[src/rtl/regstack_pkg.sv]
package regstack_pkg;
    typedef enum logic [2:0] {
        ST_IDLE,
        ST_XFER,
        ST_COMMIT,
        ST_DONE,
        ST_FAULT
    } seq_state_e;
endpackage

[src/rtl/regstack_addr.sv]
// Address and final-pointer generation for one frame slot.
module regstack_addr #(
    parameter int DATA_W   = 32,
    parameter int NUM_REGS = 8,
    parameter int LOW_W    = 16,
    parameter int SLOT_W   = 3
) (
    input  logic [DATA_W-1:0] base,
    input  logic              narrow,
    input  logic              restore,
    input  logic [SLOT_W-1:0] slot,
    output logic [DATA_W-1:0] addr,
    output logic [DATA_W-1:0] final_sp
);
    localparam int BYTES = DATA_W / 8;
    localparam int FRAME = NUM_REGS * BYTES;

    logic [DATA_W-1:0] step_off;
    logic [DATA_W-1:0] full_addr;
    logic [DATA_W-1:0] full_end;

    always_comb begin
        step_off = DATA_W'(slot) * DATA_W'(BYTES);
        if (restore) begin
            full_addr = base + step_off;
            full_end  = base + DATA_W'(FRAME);
        end else begin
            full_addr = base - step_off - DATA_W'(BYTES);
            full_end  = base - DATA_W'(FRAME);
        end
        // modular arithmetic: the low half depends only on low-half operands
        if (narrow) begin
            addr     = {{(DATA_W-LOW_W){1'b0}}, full_addr[LOW_W-1:0]};
            final_sp = {base[DATA_W-1:LOW_W], full_end[LOW_W-1:0]};
        end else begin
            addr     = full_addr;
            final_sp = full_end;
        end
    end
endmodule

[src/rtl/regstack_order.sv]
// Slot-to-register mapping for both directions.
module regstack_order #(
    parameter int NUM_REGS = 8,
    parameter int SP_SLOT  = 4,
    parameter int SLOT_W   = 3
) (
    input  logic              restore,
    input  logic [SLOT_W-1:0] slot,
    output logic [SLOT_W-1:0] reg_idx,
    output logic              discard
);
    always_comb begin
        reg_idx = restore ? (SLOT_W'(NUM_REGS - 1) - slot) : slot;
        discard = restore && (reg_idx == SLOT_W'(SP_SLOT));
    end
endmodule

[src/rtl/regstack_hold.sv]
// Holding bank: snapshot source for saves, staging area for restores.
module regstack_hold #(
    parameter int DATA_W   = 32,
    parameter int NUM_REGS = 8,
    parameter int SLOT_W   = 3
) (
    input  logic                       clk,
    input  logic                       rst_n,
    input  logic                       snap_en,
    input  logic [NUM_REGS*DATA_W-1:0] snap_data,
    input  logic                       cap_en,
    input  logic [SLOT_W-1:0]          cap_idx,
    input  logic [DATA_W-1:0]          cap_data,
    output logic [NUM_REGS*DATA_W-1:0] bank
);
    for (genvar g = 0; g < NUM_REGS; g++) begin : g_lane
        logic [DATA_W-1:0] lane_q;
        always_ff @(posedge clk or negedge rst_n) begin
            if (!rst_n) begin
                lane_q <= '0;
            end else if (snap_en) begin
                lane_q <= snap_data[g*DATA_W +: DATA_W];
            end else if (cap_en && (cap_idx == SLOT_W'(g))) begin
                lane_q <= cap_data;
            end
        end
        assign bank[g*DATA_W +: DATA_W] = lane_q;
    end
endmodule

[src/rtl/regstack_seq.sv]
module regstack_seq #(
    parameter int DATA_W   = 32,
    parameter int NUM_REGS = 8,
    parameter int SP_SLOT  = 4,
    parameter int LOW_W    = 16
) (
    input  logic                       clk,
    input  logic                       rst_n,
    input  logic                       start,
    input  logic                       op_restore,
    input  logic                       stack16,
    input  logic [NUM_REGS*DATA_W-1:0] gpr_in,
    input  logic [DATA_W-1:0]          sp_in,
    output logic                       mem_req,
    output logic                       mem_we,
    output logic [DATA_W-1:0]          mem_addr,
    output logic [DATA_W-1:0]          mem_wdata,
    input  logic [DATA_W-1:0]          mem_rdata,
    input  logic                       mem_ready,
    input  logic                       mem_fault,
    output logic                       gpr_we,
    output logic [NUM_REGS-1:0]        gpr_wmask,
    output logic [NUM_REGS*DATA_W-1:0] gpr_wdata,
    output logic                       sp_we,
    output logic [DATA_W-1:0]          sp_wdata,
    output logic                       done,
    output logic                       fault
);
    import regstack_pkg::*;

    localparam int SLOT_W = $clog2(NUM_REGS);
    localparam logic [SLOT_W-1:0] LAST_SLOT = SLOT_W'(NUM_REGS - 1);
    localparam logic [NUM_REGS-1:0] RESTORE_MASK = ~(NUM_REGS'(1) << SP_SLOT);

    seq_state_e        state_q, state_d;
    logic [SLOT_W-1:0] slot_q;
    logic [DATA_W-1:0] base_q;
    logic              restore_q;
    logic              narrow_q;

    logic                       take_start;
    logic [NUM_REGS*DATA_W-1:0] snap_vec;
    logic [NUM_REGS*DATA_W-1:0] bank;
    logic [SLOT_W-1:0]          reg_idx;
    logic                       discard;
    logic [DATA_W-1:0]          slot_addr;
    logic [DATA_W-1:0]          end_sp;
    logic                       accepted;

    assign take_start = (state_q == ST_IDLE) && start;
    assign accepted   = (state_q == ST_XFER) && mem_ready && !mem_fault;

    always_comb begin
        snap_vec = gpr_in;
        snap_vec[SP_SLOT*DATA_W +: DATA_W] = sp_in;
    end

    regstack_order #(.NUM_REGS(NUM_REGS), .SP_SLOT(SP_SLOT), .SLOT_W(SLOT_W)) u_order (
        .restore (restore_q),
        .slot    (slot_q),
        .reg_idx (reg_idx),
        .discard (discard)
    );

    regstack_addr #(.DATA_W(DATA_W), .NUM_REGS(NUM_REGS), .LOW_W(LOW_W), .SLOT_W(SLOT_W)) u_addr (
        .base     (base_q),
        .narrow   (narrow_q),
        .restore  (restore_q),
        .slot     (slot_q),
        .addr     (slot_addr),
        .final_sp (end_sp)
    );

    regstack_hold #(.DATA_W(DATA_W), .NUM_REGS(NUM_REGS), .SLOT_W(SLOT_W)) u_hold (
        .clk       (clk),
        .rst_n     (rst_n),
        .snap_en   (take_start),
        .snap_data (snap_vec),
        .cap_en    (accepted && restore_q && !discard),
        .cap_idx   (reg_idx),
        .cap_data  (mem_rdata),
        .bank      (bank)
    );

    // next-state logic
    always_comb begin
        state_d = state_q;
        unique case (state_q)
            ST_IDLE:   if (start) state_d = ST_XFER;
            ST_XFER: begin
                if (mem_fault) state_d = ST_FAULT;
                else if (mem_ready && slot_q == LAST_SLOT) state_d = ST_COMMIT;
            end
            ST_COMMIT: state_d = ST_DONE;
            ST_DONE:   state_d = ST_IDLE;
            ST_FAULT:  state_d = ST_IDLE;
            default:   state_d = ST_IDLE;
        endcase
    end

    // state register and operation context
    always_ff @(posedge clk or negedge rst_n) begin
        if (!rst_n) begin
            state_q   <= ST_IDLE;
            slot_q    <= '0;
            base_q    <= '0;
            restore_q <= 1'b0;
            narrow_q  <= 1'b0;
        end else begin
            state_q <= state_d;
            if (take_start) begin
                slot_q    <= '0;
                base_q    <= sp_in;
                restore_q <= op_restore;
                narrow_q  <= stack16;
            end else if (accepted && slot_q != LAST_SLOT) begin
                slot_q <= slot_q + 1'b1;
            end
        end
    end

    // outputs
    always_comb begin
        mem_req   = (state_q == ST_XFER);
        mem_we    = mem_req && !restore_q;
        mem_addr  = slot_addr;
        mem_wdata = bank[reg_idx*DATA_W +: DATA_W];
        sp_we     = (state_q == ST_COMMIT);
        sp_wdata  = end_sp;
        gpr_we    = sp_we && restore_q;
        gpr_wmask = gpr_we ? RESTORE_MASK : '0;
        gpr_wdata = bank;
        done      = (state_q == ST_DONE);
        fault     = (state_q == ST_FAULT);
    end
endmodule

[config.mk]
export PLATFORM = sky130hd
export DESIGN_NAME = regstack_seq
export DESIGN_NICKNAME = d
export VERILOG_FILES = /design/src/rtl/regstack_pkg.sv /design/src/rtl/regstack_addr.sv /design/src/rtl/regstack_order.sv /design/src/rtl/regstack_hold.sv /design/src/rtl/regstack_seq.sv
export SDC_FILE = /design/constraint.sdc
export NUM_CORES = 1
export LEC_CHECK = 0
export BUFFER_PORTS_ARGS = -buffer_cell sky130_fd_sc_hd__buf_2
export CAP_MARGIN = 10
export CELL_PAD_IN_SITES_DETAIL_PLACEMENT = 1
export CELL_PAD_IN_SITES_GLOBAL_PLACEMENT = 2
export CORE_AREA = 2 2 268 270
export DETAILED_ROUTE_END_ITERATION = 16
export DIE_AREA = 0 0 270 272
export PLACE_DENSITY_LB_ADDON = 0.12
export SLEW_MARGIN = 20
export SYNTH_ARGS = -nofsm -noshare
export SYNTH_HDL_FRONTEND = slang
export SYNTH_SLANG_ARGS = --single-unit
[constraint.sdc]
create_clock -name clk -period 11.2 [get_ports clk]
set_input_delay 2.24 -clock clk [delete_from_list [all_inputs] [get_ports clk]]
set_output_delay 2.24 -clock clk [all_outputs]
set_load 0.005 [all_outputs]
# [Word-level counts from Yosys, hierarchy flattened]
# Index checks and enable logic that the tools add are counted.
# W data, S select, Z words.
[word_totals] reg_bits=296 out_inout_bits=366
[op_classes] addsub=7 n_eq_ne=15 shift=1 mux=28 reduce_logical=33
[op_table] operator="$mux W32" n=20
[op_table] operator="$shiftx A256 B9 Y32" n=1
[op_table] operator="$add A32 B5 Y32" n=1
[op_table] operator="$add A32 B6 Y32 const B" n=1
[op_table] operator="$sub A32 B3 Y32 const B" n=1
[op_table] operator="$sub A32 B5 Y32" n=1
[op_table] operator="$sub A32 B6 Y32 const B" n=1
[op_table] operator="$eq A3 B3 Y1 const B" n=6
[op_table] operator="$logic_and A1 B1 Y1" n=18
[op_table] operator="$mux W3" n=6
[op_table] operator="$reduce_bool A2 Y1" n=9
[op_table] operator="$eq A3 B2 Y1 const B" n=4
[op_table] operator="$pmux W3 S3" n=1
[op_table] operator="$mux W8" n=1
[op_table] operator="$eq A3 B1 Y1 const B" n=2
[op_table] operator="$logic_not A3 Y1" n=2
[op_table] operator="$add A3 B1 Y3 const B" n=1
[op_table] operator="$logic_not A1 Y1" n=3
[op_table] operator="$ne A3 B1 Y1 const B" n=1
[op_table] operator="$ne A3 B3 Y1 const B" n=1
[op_table] operator="$sub A3 B3 Y3 const A" n=1
[op_table] operator="$ne A2 B2 Y1 const B" n=1
[op_table] operator="$reduce_and A2 Y1" n=1

# [Depth between registers and ports, before layout]
# Gate-level depths: netlist (run 1).
[depth] word_depth=9 mapped_depth=12 depth_no_buf=11

# [Cells and area by module]
# Synthesis (run 1) repeated with hierarchy kept, for this count alone.
[hier_totals] cells_unflattened=1850 area_unflattened_um2=18587.8
[modules_own_cells] mod="regstack_hold" instances=1 cells_per_inst=1159 area_each_um2=11922.7 seq_area_each_um2=6406.1
[modules_own_cells] mod="regstack_seq" instances=1 cells_per_inst=229 area_each_um2=3777.4 seq_area_each_um2=1001.0
[modules_own_cells] mod="regstack_addr" instances=1 cells_per_inst=458 area_each_um2=2851.5 seq_area_each_um2=0.0
[modules_own_cells] mod="regstack_order" instances=1 cells_per_inst=4 area_each_um2=36.3 seq_area_each_um2=0.0

# [Least setup slack after synthesis (run 1)]
# OpenSTA, ideal clock, no wires.
[synth_timing] kind="register to output" start="reg restore_q" end="out sp_wdata[27]" t_arrival_ps=3261 required_ps=8960 path_slack_ps=5699 path_stages_with_launch=12 n_path_buf=2 cell_sequence="dfrtp_1 > buf_2 > inv_1 > clkbuf_1 > ha_1 > a21o_1 > a221oi_2 > a211o_1 > a31oi_1 > o21ai_1 > mux2i_1 > a311oi_1"
[synth_via] elab_chain_cells=2
[synth_lines] element="start: declaration" line_no="regstack_seq.sv:38" source="logic restore_q;"
[synth_lines] element="start signal: assignment" line_no="regstack_seq.sv:114" source="restore_q <= op_restore;"
[synth_lines] element="$mux W32" line_no="regstack_addr.sv:24" source="if (restore) begin"
[synth_lines] element="$mux W32" line_no="regstack_addr.sv:32" source="if (narrow) begin"
[synth_lines] element="end: declaration" line_no="regstack_seq.sv:25" source="output logic [DATA_W-1:0] sp_wdata,"
# No other way between the ends.

# [Worst setup path in the final report (run 1)]
# Ends and elaborated chain as after synthesis.

==> results_dict.tcl, run 1 <==
set metrics [dict create \
    status "completed" \
    p_leak_nw 10.5 \
    place_ws_ns 5.41 \
    crit_slowest_cell "a221oi_2" \
    final.setup_skew_ns 0.0300 \
    relSlewSlack_pct 3.83 \
    num_io_pins 693 \
    cts_buffer_depth 3 \
    wl_per_cell_um 26.8 \
    synth_top_area_cell "dfrtp_1" \
    critPathArrivalTime_ns 4.05 \
    grt_util_met1_pct 30.4 \
    vdd_drop_max_mv 0.105 \
    cp_max_fo 32 \
    grt_max_degree 230 \
    fillers 8466 \
    r2r_start "slot_q[1]" \
    period_needed_ns 6.29 \
    vias_per_cell 5.05 \
    yosysWarnings 0 \
    seq_area_frac_synth_pct 42.1 \
    drc 0 \
    start_util_pct 24.9 \
    synth.cell_area_sq_mm 0.0176 \
    die_w_um 270 \
    synth_nets 2357 \
    synth_top_area_share_pct 42.1 \
    r2r-end "u_hold.g_lane[3].lane_q[10]" \
    cts-resized-gates 0 \
    pwr-share-clk_pct 18.7 \
    cts.sinks 296 \
    grt.met3_usage_pct 6.20 \
    gp_congestion 0.948 \
    finalCoreUtilization_pct 32.4 \
    synth_ff_type "dfrtp_1" \
    ys_ff_latch 296 \
    groute.usage.overall_pct 24.9 \
    max_freq_mhz 159 \
    grt_pass1_vias 18800 \
    cts_buffers 39 \
    crit_start "restore_q" \
    hold_violations 0 \
    rsz0062_at_grt "no" \
    clk_latency_ns 0.56 \
    cp-end-kind "output port" \
    async_flop_share_pct 100 \
    cts_setup_buffers 0 \
    busiest_layer "met2" \
    setup_ws_ns 4.91 \
    tritoncts "built" \
    antenna_found_initial 34 \
    io_buffers 659 \
    maxCapViolCount 0 \
    r2r_cells 8 \
    syn_to_final_growth_pct 30.2 \
    finalPower_mw 6.63 \
    dp_hpwl_um 69100 \
    synth_cell_types 76 \
    grtUsageMet2_pct 43.8 \
    first_pass_iters 5 \
    synth_edf_count 0 \
    fin_nets 2913 \
    p_int_mw 3.58 \
    dieArea_sq_mm 0.0734 \
    cts_hold_buf 0 \
    tightest_slew_ns 1.44 \
    cts_root_buf "clkbuf_16" \
    critical-path-max-stage-delay_ns 0.53 \
    gr-total-overflow 0 \
    htreeDepth 2 \
    synth_area_per_cell_sq_um 8.84 \
    fin_crit_sh_pct 56.1 \
    vias 17900 \
    grt_pass1_wl_um 135000 \
    core_sq_mm 0.0708 \
    p_comb_share_pct 51.1 \
    drtIter0Drc 1192 \
    critPathLaunchType "flop" \
    crit_required_ns 8.96 \
    synth_cells 1991 \
    clkTransAtPathRegs_ns 0.05 \
    finalMaxSlewViolations 0 \
    synthTopCellsByArea "dfrtp_1, mux2i_1, nand2_1" \
    finalSetupViolCount 0 \
    pwr-share-seq_pct 30.2 \
    swShare_pct 46.1 \
    routed_wl_um 94600 \
    die_height_um 272 \
    setup_tns_ns 0 \
    p_per_area_mw_per_mm2 289 \
    regToRegSetupSlack_ns 7.12 \
    hold_class "reg2reg" \
    crit_type "reg2out" \
    power_switching_mw 3.06 \
    drtAntennaViolNets 0 \
    rows 98 \
    crit_chain "inv_1 -> buf_4 -> ha_1 -> a21o_1 -> a221oi_2 -> a211o_1 -> a31oi_1 -> o21ai_1 -> mux2i_1 -> a311oi_1 -> buf_2" \
    drive_gt1_share_pct 30.3 \
    crit_end "sp_wdata[27]" \
]
==> cell usage in the layout (no fill, tap or decap), types with 41 or more instances in the layout <==
| cell type | Yosys | layout |
|---|---|---|
| o21ai_1 | 127 | 127 |
| clkbuf_16 | 0 | 41 |
| a22oi_1 | 160 | 160 |
| a31oi_1 | 42 | 42 |
| nand2_1 | 459 | 459 |
| dfrtp_1 | 296 | 296 |
| mux2i_1 | 195 | 195 |
| nor2_1 | 49 | 48 |
| buf_2 | 40 | 658 |
| o21ai_0 | 120 | 118 |
| a21oi_1 | 42 | 42 |
==> cell usage after synthesis, types with 4 or more instances <==
cell type / instances
and3_1: 37
ha_1: 37
nand2_1: 459
buf_1: 14
xor2_1: 23
a211oi_1: 5
and4_1: 4
inv_1: 22
buf_2: 40
a21oi_1: 42
o21ai_0: 120
and2_1: 9
a31oi_1: 42
mux2i_1: 195
nand2b_1: 4
nor3_1: 13
o21a_1: 7
o22ai_1: 5
o21ai_1: 127
or3_1: 7
a22oi_1: 160
nor2_1: 49
xnor2_1: 26
o211ai_1: 5
nand4_1: 9
dfrtp_1: 296
nand3_1: 24
buf_4: 27
nor4_1: 4
nor2b_1: 17
a21o_1: 12
clkbuf_1: 88
==> logic make-up after synthesis <==
kind of cell / Yosys count / share of synthesized area [%]
adder cells (fa/ha/maj): 39 / 2.86
other: 1 / 0.0213
multiplexers: 199 / 11.3
buffers and inverters: 192 / 5.00
AND/OR/NAND/NOR: 660 / 16.7
flip-flops: 296 / 42.1
AO/OA/AOI/OAI: 555 / 19.5
XOR/XNOR: 49 / 2.44
==> through the flow <==
| stage | instances | hold WS [ns] | cell area [sq um] |
|---|---|---|---|
| after floorplan | 1991 | 0.470 | 17600 |
| after global placement | 3456 | 0.485 | 21600 |
| after detailed placement | 3456 | 0.491 | 21600 |
| after CTS | 3521 | 0.504 | 22900 |
| after global routing | 3533 | 0.530 | 22900 |
| final | 3537 | 0.498 | 22900 |
==> worst min path at each step <==
stage                                 from                           to  slack (ns)  cells past startpoint
3_3_place_gp    u_hold.g_lane[0].lane_q[5]   u_hold.g_lane[0].lane_q[5]        0.48                      2
2_1_floorplan                    base_q[0]                    base_q[0]        0.47                      2
4_1_cts         u_hold.g_lane[0].lane_q[4]   u_hold.g_lane[0].lane_q[4]        0.50                      2
3_5_place_dp   u_hold.g_lane[0].lane_q[10]  u_hold.g_lane[0].lane_q[10]        0.49                      2
5_1_grt        u_hold.g_lane[0].lane_q[25]  u_hold.g_lane[0].lane_q[25]        0.53                      2
6_report        u_hold.g_lane[0].lane_q[5]   u_hold.g_lane[0].lane_q[5]        0.50                      2
==> routing by layer <==
layer	part of all wire (%)	vias up	wire, um
met5	0.21	-	195
met3	6.1	116	5800
met1	41	8981	39200
li1	-	8196	-
met4	1.9	32	1820
met2	50	525	47600
==> flip-flops by register name, summed over array words and instances (netlist names) <==
name                  count
state_q                   3
narrow_q                  1
base_q                   32
u_hold.g_lane.lane_q    256
slot_q                    3
restore_q                 1
==> power groups by stage <==
stage               Sequential [mW]  Clock, mW  Combinational [mW]
floorplan                      1.83          0                1.83
global placement               1.99          0                3.40
detailed placement             2.00          0                3.43
CTS                            2.00       1.28                3.44
global route                   2.06       1.31                3.73
finish                         2.00       1.24                3.39
==> area by class of cell <==
type | instances | area, sq um | share of cell area [%]
inverters | 22 | 82.6 | 0.360
diodes | 16 | 40.0 | 0.175
repair buffers | 685 | 3530 | 15.4
multi-input cells | 1503 | 9440 | 41.2
clock buffers | 61 | 1220 | 5.33
well taps | 950 | 1190 | 5.18
clock inverters | 4 | 20.0 | 0.0873
flip-flops and latches | 296 | 7410 | 32.3
==> worst max-delay path, delay by kind of cell, from the launching register on <==
family                     cells  cell delay, ns
AOI/OAI and AO/OA              6            1.77
buffers and inverters          3            0.87
DFF                            1            0.37
adders and majority gates      1            0.36
muxes                          1            0.10
(Power assumes the default switching activity.)
==> run 2, diff against run 1 <==
--- a/config.mk
+++ b/config.mk
@@ -9,9 +9,9 @@
 export CAP_MARGIN = 10
 export CELL_PAD_IN_SITES_DETAIL_PLACEMENT = 1
 export CELL_PAD_IN_SITES_GLOBAL_PLACEMENT = 2
-export CORE_AREA = 2 2 268 270
+export CORE_AREA = 2 2 270 272
 export DETAILED_ROUTE_END_ITERATION = 16
-export DIE_AREA = 0 0 270 272
+export DIE_AREA = 0 0 272 274
 export PLACE_DENSITY_LB_ADDON = 0.12
 export SLEW_MARGIN = 20
 export SYNTH_ARGS = -nofsm -noshare
==> constraint.sdc (replaced) <==
create_clock -name clk -period 6.45 [get_ports clk]
set_input_delay 1.29 -clock clk [delete_from_list [all_inputs] [get_ports clk]]
set_output_delay 1.29 -clock clk [all_outputs]
set_load 0.005 [all_outputs]
==> run 2 against run 1 <==
  * Critical path depth shrank 1
  * Highest routed layer unchanged
  * Critical endpoint unchanged
  * Worst hold slack improved by 0.014 ns
  * Largest power group unchanged
  * Sequential power increased by 74%
  * Clock-buffer cell count up 2
  * Die area up 1.5%
  * Sequential cell count stayed put
  * Critical path type unchanged
  * Clock power is 80% higher
  * Non-clock buffer count increased by 3
==> results_dict.tcl, run 2 (synthesis results as in run 1) <==
set metrics [dict create \
    crit_cells 10 \
    relSlewSlack_pct 25.6 \
    drt-met1-wl_um 39800 \
    critical-path-max-stage-delay_ns 0.58 \
    dieArea_sq_mm 0.0745 \
    hold_class "reg2reg" \
    p_leak_nw 10.5 \
    grt_max_degree 196 \
    clkTransAtPathRegs_ns 0.05 \
    syn_to_final_growth_pct 31.0 \
    drc 0 \
    finalNonFillerCells 3555 \
    status "completed" \
    r2r_cells 7 \
    fin_nets 2916 \
    tritoncts "built" \
    hold_violations 0 \
    dp_hpwl_um 71300 \
    setup_tns_ns 0 \
    vias 18000 \
    final_common_cell "buf_2" \
    critPathLaunchType "flop" \
    io_buffers 659 \
    first_pass_iters 5 \
    gp_congestion 0.882 \
    tightest_slew_ns 1.12 \
    hold_slack_ns 0.513 \
    gr-total-overflow 0 \
    final_cell_mix "buf_2, nand2_1, dfrtp_1" \
    die_height_um 274 \
    cts_setup_buffers 0 \
    crit_slowest_cell "a31oi_1" \
    drtIter0Drc 969 \
    start_util_pct 24.5 \
    cp_max_fo 23 \
    finalSetupViolCount 0 \
    grt_pass1_vias 18700 \
    fin_crit_sh_pct 81.3 \
    finalMaxSlewViolations 0 \
    crit_family "buffers and inverters" \
    num_io_pins 693 \
    dr_wl_met3_um 6330 \
    max_freq_mhz 191 \
    cts_hold_buf 0 \
    cts_buffer_depth 3 \
    r2r-end "u_hold.g_lane[1].lane_q[27]" \
    regMostFlops "u_hold.g_lane.lane_q" \
    finalPower_mw 11.7 \
    grt_pass1_wl_um 137000 \
    cp-end-kind "output port" \
    cts_buffers 39 \
    drtAntennaViolNets 0 \
    drive_gt1_share_pct 30.3 \
    wl_per_cell_um 27.1 \
    crit_required_ns 5.16 \
    p_per_area_mw_per_mm2 506 \
    vdd_drop_max_mv 0.182 \
    r2r_start "restore_q" \
    critPathArrivalTime_ns 3.95 \
    rsz0062_at_grt "no" \
    cts-resized-gates 0 \
    finalCoreUtilization_pct 32.0 \
    crit_start "restore_q" \
    crit_chain "inv_1 -> buf_4 -> ha_1 -> nand2_1 -> or2_2 -> a31oi_1 -> o21ai_1 -> mux2i_1 -> a311oi_1 -> buf_2" \
    highest_layer "met5" \
    regToRegSetupSlack_ns 2.63 \
    period_needed_ns 5.24 \
    wl_met2_um 47700 \
    core_sq_mm 0.0720 \
    cts_root_buf "clkbuf_16" \
    final-seq-area_sq_mm 0.00741 \
    rows 99 \
    groute.usage.overall_pct 25.0 \
    multi_input_area_sq_mm 0.00944 \
    crit_type "reg2out" \
    maxCapViolCount 0 \
    reg_top3 "u_hold.g_lane.lane_q: 256 flops, base_q: 32 flops" \
    routed_wl_um 96400 \
    vias_per_cell 5.07 \
    worst-path-buf-inv 3 \
    clk_latency_ns 0.57 \
    die_w_um 272 \
    cts.sinks 296 \
    htreeDepth 2 \
    final.setup_skew_ns 0.0336 \
    crit_end "sp_wdata[27]" \
    largest_reg_flops 256 \
    dp.cells 3468 \
    antenna_found_initial 43 \
    fillers 8563 \
]
run 2: cell count changes in the layout (fill, tap and decap cells not counted):
cell,previous run,this run
clkbuf_8,12,8
clkinv_8,0,1
buf_16,0,1
inv_6,0,1
clkbuf_16,41,40
clkbuf_1,8,15
buf_12,2,6
bufinv_16,0,2
buf_4,24,22
run 2: routing by layer:
layer  global-route usage (%)  vias up
met2                     42.8      536
li1                         -     8214
met3                     6.64      150
met1                     31.0     9086
met5                        0        -
met4                     6.88       40
run 2: worst min-delay path, delay by kind of cell, from the launching register on:
kind	cells	cell delay [ns]
flip-flops	1	0.36
AND/OR/NAND/NOR	2	0.12
run 2: through the flow:
step,worst slack [ns],area [sq um]
after floorplan,1.90,17600
after CTS,1.09,23000
after detailed placement,1.69,21700
final,1.21,23100
after global placement,1.74,21700
after global routing,0.944,23100
run 2: area by class of cell:
type / instances / share of cell area, %
multi-input cells: 1503 / 40.9
clock inverters: 8 / 0.456
flip-flops and latches: 296 / 32.1
clock buffers: 63 / 5.06
repair buffers: 688 / 15.7
inverters: 22 / 0.358
well taps: 959 / 5.20
diodes: 16 / 0.174
run 2: worst min path at each step:
stage               slack [ns]                        start  depth (start not counted)                           to
global route              0.54  u_hold.g_lane[0].lane_q[15]                          2  u_hold.g_lane[0].lane_q[15]
CTS                       0.52  u_hold.g_lane[0].lane_q[31]                          2  u_hold.g_lane[0].lane_q[31]
detailed placement        0.49  u_hold.g_lane[0].lane_q[13]                          2  u_hold.g_lane[0].lane_q[13]
global placement          0.49  u_hold.g_lane[0].lane_q[10]                          2  u_hold.g_lane[0].lane_q[10]
floorplan                 0.47                    base_q[0]                          2                    base_q[0]
finish                    0.51   u_hold.g_lane[0].lane_q[1]                          2   u_hold.g_lane[0].lane_q[1]
run 2: where the power goes:
group          switching (mW)  internal [mW]  total [mW]
clock network           0.915           1.32        2.23
logic                    3.58           2.38        5.97
registers               0.907           2.56        3.47
==> run 3, diff against run 2 <==
==> constraint.sdc (replaced) <==
create_clock -name clk -period 5.2 [get_ports clk]
set_input_delay 1.04 -clock clk [delete_from_list [all_inputs] [get_ports clk]]
set_output_delay 1.04 -clock clk [all_outputs]
set_load 0.005 [all_outputs]
==> run 3 against run 2 <==
  * Clock-buffer cell count shrank 3
  * Sequential cell count is the same
  * Sequential power grew 25%
  * Die area is the same
  * Critical path depth is the same
  * Final cell count grew 0.31%
  * Clock power grew 28%
  * Utilization grew 0.28 points
  * Wire length grew 0.34%
  * Worst hold slack is essentially flat
  * Global-route usage is essentially flat
  * Largest cell class unchanged
==> results_dict.tcl, run 3 (synthesis results as in run 1) <==
set metrics [dict create \
    vdd_drop_max_mv 0.198 \
    min_to "u_hold.g_lane[0].lane_q[6]" \
    p_leak_nw 10.6 \
    cts_root_buf "clkbuf_16" \
    die_w_um 272 \
    tightest_slew_ns 1.03 \
    final_cell_mix "buf_2, nand2_1, dfrtp_1" \
    drtAntennaViolNets 0 \
    critical-path-max-stage-delay_ns 0.54 \
    fillers 8524 \
    hold_class "reg2reg" \
    min_from "u_hold.g_lane[0].lane_q[6]" \
    swShare_pct 46.2 \
    regToRegSetupSlack_ns 1.86 \
    crit_required_ns 4.16 \
    dpl_cell_area_sq_mm 0.0219 \
    stdcell_area_sq_mm 0.0233 \
    clkTransAtPathRegs_ns 0.06 \
    p_per_area_mw_per_mm2 630 \
    groute.usage.overall_pct 25.1 \
    grt.met3_usage_pct 6.23 \
    drc 0 \
    finalPower_mw 14.7 \
    start_util_pct 24.5 \
    crit_type "reg2out" \
    syn_to_final_growth_pct 32.1 \
    cts_hold_buf 0 \
    drtIter0Drc 1119 \
    hold_depth 2 \
    worst-path-buf-inv 2 \
    busiest_layer "met2" \
    crit_chain "clkinvlp_4 -> fa_1 -> a21o_1 -> a221oi_2 -> a211o_1 -> a31oi_2 -> o21ai_1 -> mux2i_1 -> a311oi_1 -> buf_2" \
    power_switching_mw 6.77 \
    p_int_mw 7.89 \
    wl_per_cell_um 27.1 \
    clk_latency_ns 0.57 \
    r2r_start "restore_q" \
    vias 18100 \
    die_height_um 274 \
    antenna_found_initial 38 \
    cp-end-kind "output port" \
    io_buffers 659 \
    cts_buffer_depth 3 \
    gp_congestion 0.918 \
    setup_tns_ns 0 \
    grt_max_degree 198 \
    crit_family "compound AO/OA/AOI/OAI gates" \
    pwr-share-clk_pct 19.4 \
    fin_crit_sh_pct 92.7 \
    crit_slowest_cell "fa_1" \
    rsz0062_at_grt "no" \
    gr-total-overflow 0 \
    fin_nets 2924 \
    max_freq_mhz 207 \
    largest_reg_flops 256 \
    grt_util_met1_pct 30.9 \
    cp_max_fo 16 \
    htreeDepth 2 \
    grt_pass1_vias 18900 \
    first_pass_iters 5 \
    grt_pass1_wl_um 137000 \
    multi_input_area_sq_mm 0.00945 \
    critPathLaunchType "flop" \
    r2r-end "u_hold.g_lane[5].lane_q[2]" \
    dp_hpwl_um 72200 \
    final.setup_skew_ns 0.0250 \
    hold_violations 0 \
    num_io_pins 693 \
    critPathArrivalTime_ns 3.78 \
    dieArea_sq_mm 0.0745 \
    core_sq_mm 0.0720 \
    tritoncts "built" \
    finalSetupViolCount 0 \
    p_comb_share_pct 51.0 \
    r2r_cells 7 \
    pwr-share-seq_pct 29.6 \
    cts.sinks 296 \
    cts_buffers 39 \
    rows 99 \
    final-seq-area_sq_mm 0.00741 \
    drive_gt1_share_pct 30.7 \
    finalMaxSlewViolations 0 \
    grtUsageMet2_pct 43.2 \
    routed_wl_um 96800 \
    status "completed" \
    regMostFlops "u_hold.g_lane.lane_q" \
    vias_per_cell 5.09 \
    final_common_cell "buf_2" \
    relSlewSlack_pct 31.4 \
    maxCapViolCount 0 \
    crit_cells 10 \
    reg_top3 "u_hold.g_lane.lane_q: 256 flops, base_q: 32 flops" \
    period_needed_ns 4.82 \
    hold_slack_ns 0.513 \
]
## run 3: cell count changes in the layout (fill, tap and decap cells not counted), moves of 2 or more
cell and change:
buf_12 +6, buf_4 +2, clkbuf_1 -5, clkbuf_8 +2, clkinvlp_4 +2, diode_2 +4
## run 3: stage by stage
| step | cells | utilization [%] | setup slack (ns) |
|---|---|---|---|
| 5_1_grt | 3558 | 32.3 | 0.0753 |
| 4_1_cts | 3546 | 32.2 | 0.188 |
| 6_report | 3566 | 32.3 | 0.381 |
| 2_1_floorplan | 1991 | - | 0.899 |
| 3_5_place_dp | 3476 | 30.4 | 0.798 |
| 3_3_place_gp | 3475 | 30.4 | 0.779 |
## run 3: timing repair
action / CTS / global route
setup buffers: 0 / 0
gates resized for setup: 0 / 2
endpoints found under the setup margin: 0 / 1
## run 3: how the worst max path moves through the flow
| stage | start | end |
|---|---|---|
| after floorplan | restore_q | sp_wdata[27] |
| after CTS | restore_q | sp_wdata[27] |
| after global placement | restore_q | sp_wdata[27] |
| final | restore_q | sp_wdata[27] |
| after global routing | restore_q | sp_wdata[27] |
| after detailed placement | restore_q | sp_wdata[27] |
## run 3: cell type report
class                           count  share of cell area, %
Antenna cell                       20                  0.215
Clock buffer                       60                   5.06
Clock inverter                     10                  0.613
Inverter                           22                  0.371
Multi-Input combinational cell   1503                   40.6
Sequential cell                   296                   31.8
Tap cell                          959                   5.16
Timing Repair Buffer              696                   16.1
## run 3: metal layers
| metal | vias to the layer above | part of all wire (%) |
|---|---|---|
| li1 | 8224 | - |
| met1 | 9158 | 41 |
| met2 | 570 | 50 |
| met3 | 158 | 6.7 |
| met4 | 34 | 2.7 |
| met5 | - | 0.23 |
## run 3: tightest hold or removal path, delay by kind of cell, from the launching register on
| family | cells | cell delay [ns] |
|---|---|---|
| flops | 1 | 0.36 |
| simple gates | 2 | 0.12 |
## run 3: power by group through the flow
stage	Clock, mW	Sequential (mW)	Combinational, mW
finish	2.85	4.33	7.48
global route	3.01	4.47	8.19
CTS	2.93	4.32	7.57
detailed placement	0	4.33	7.55
global placement	0	4.30	7.46
floorplan	0	3.94	3.94
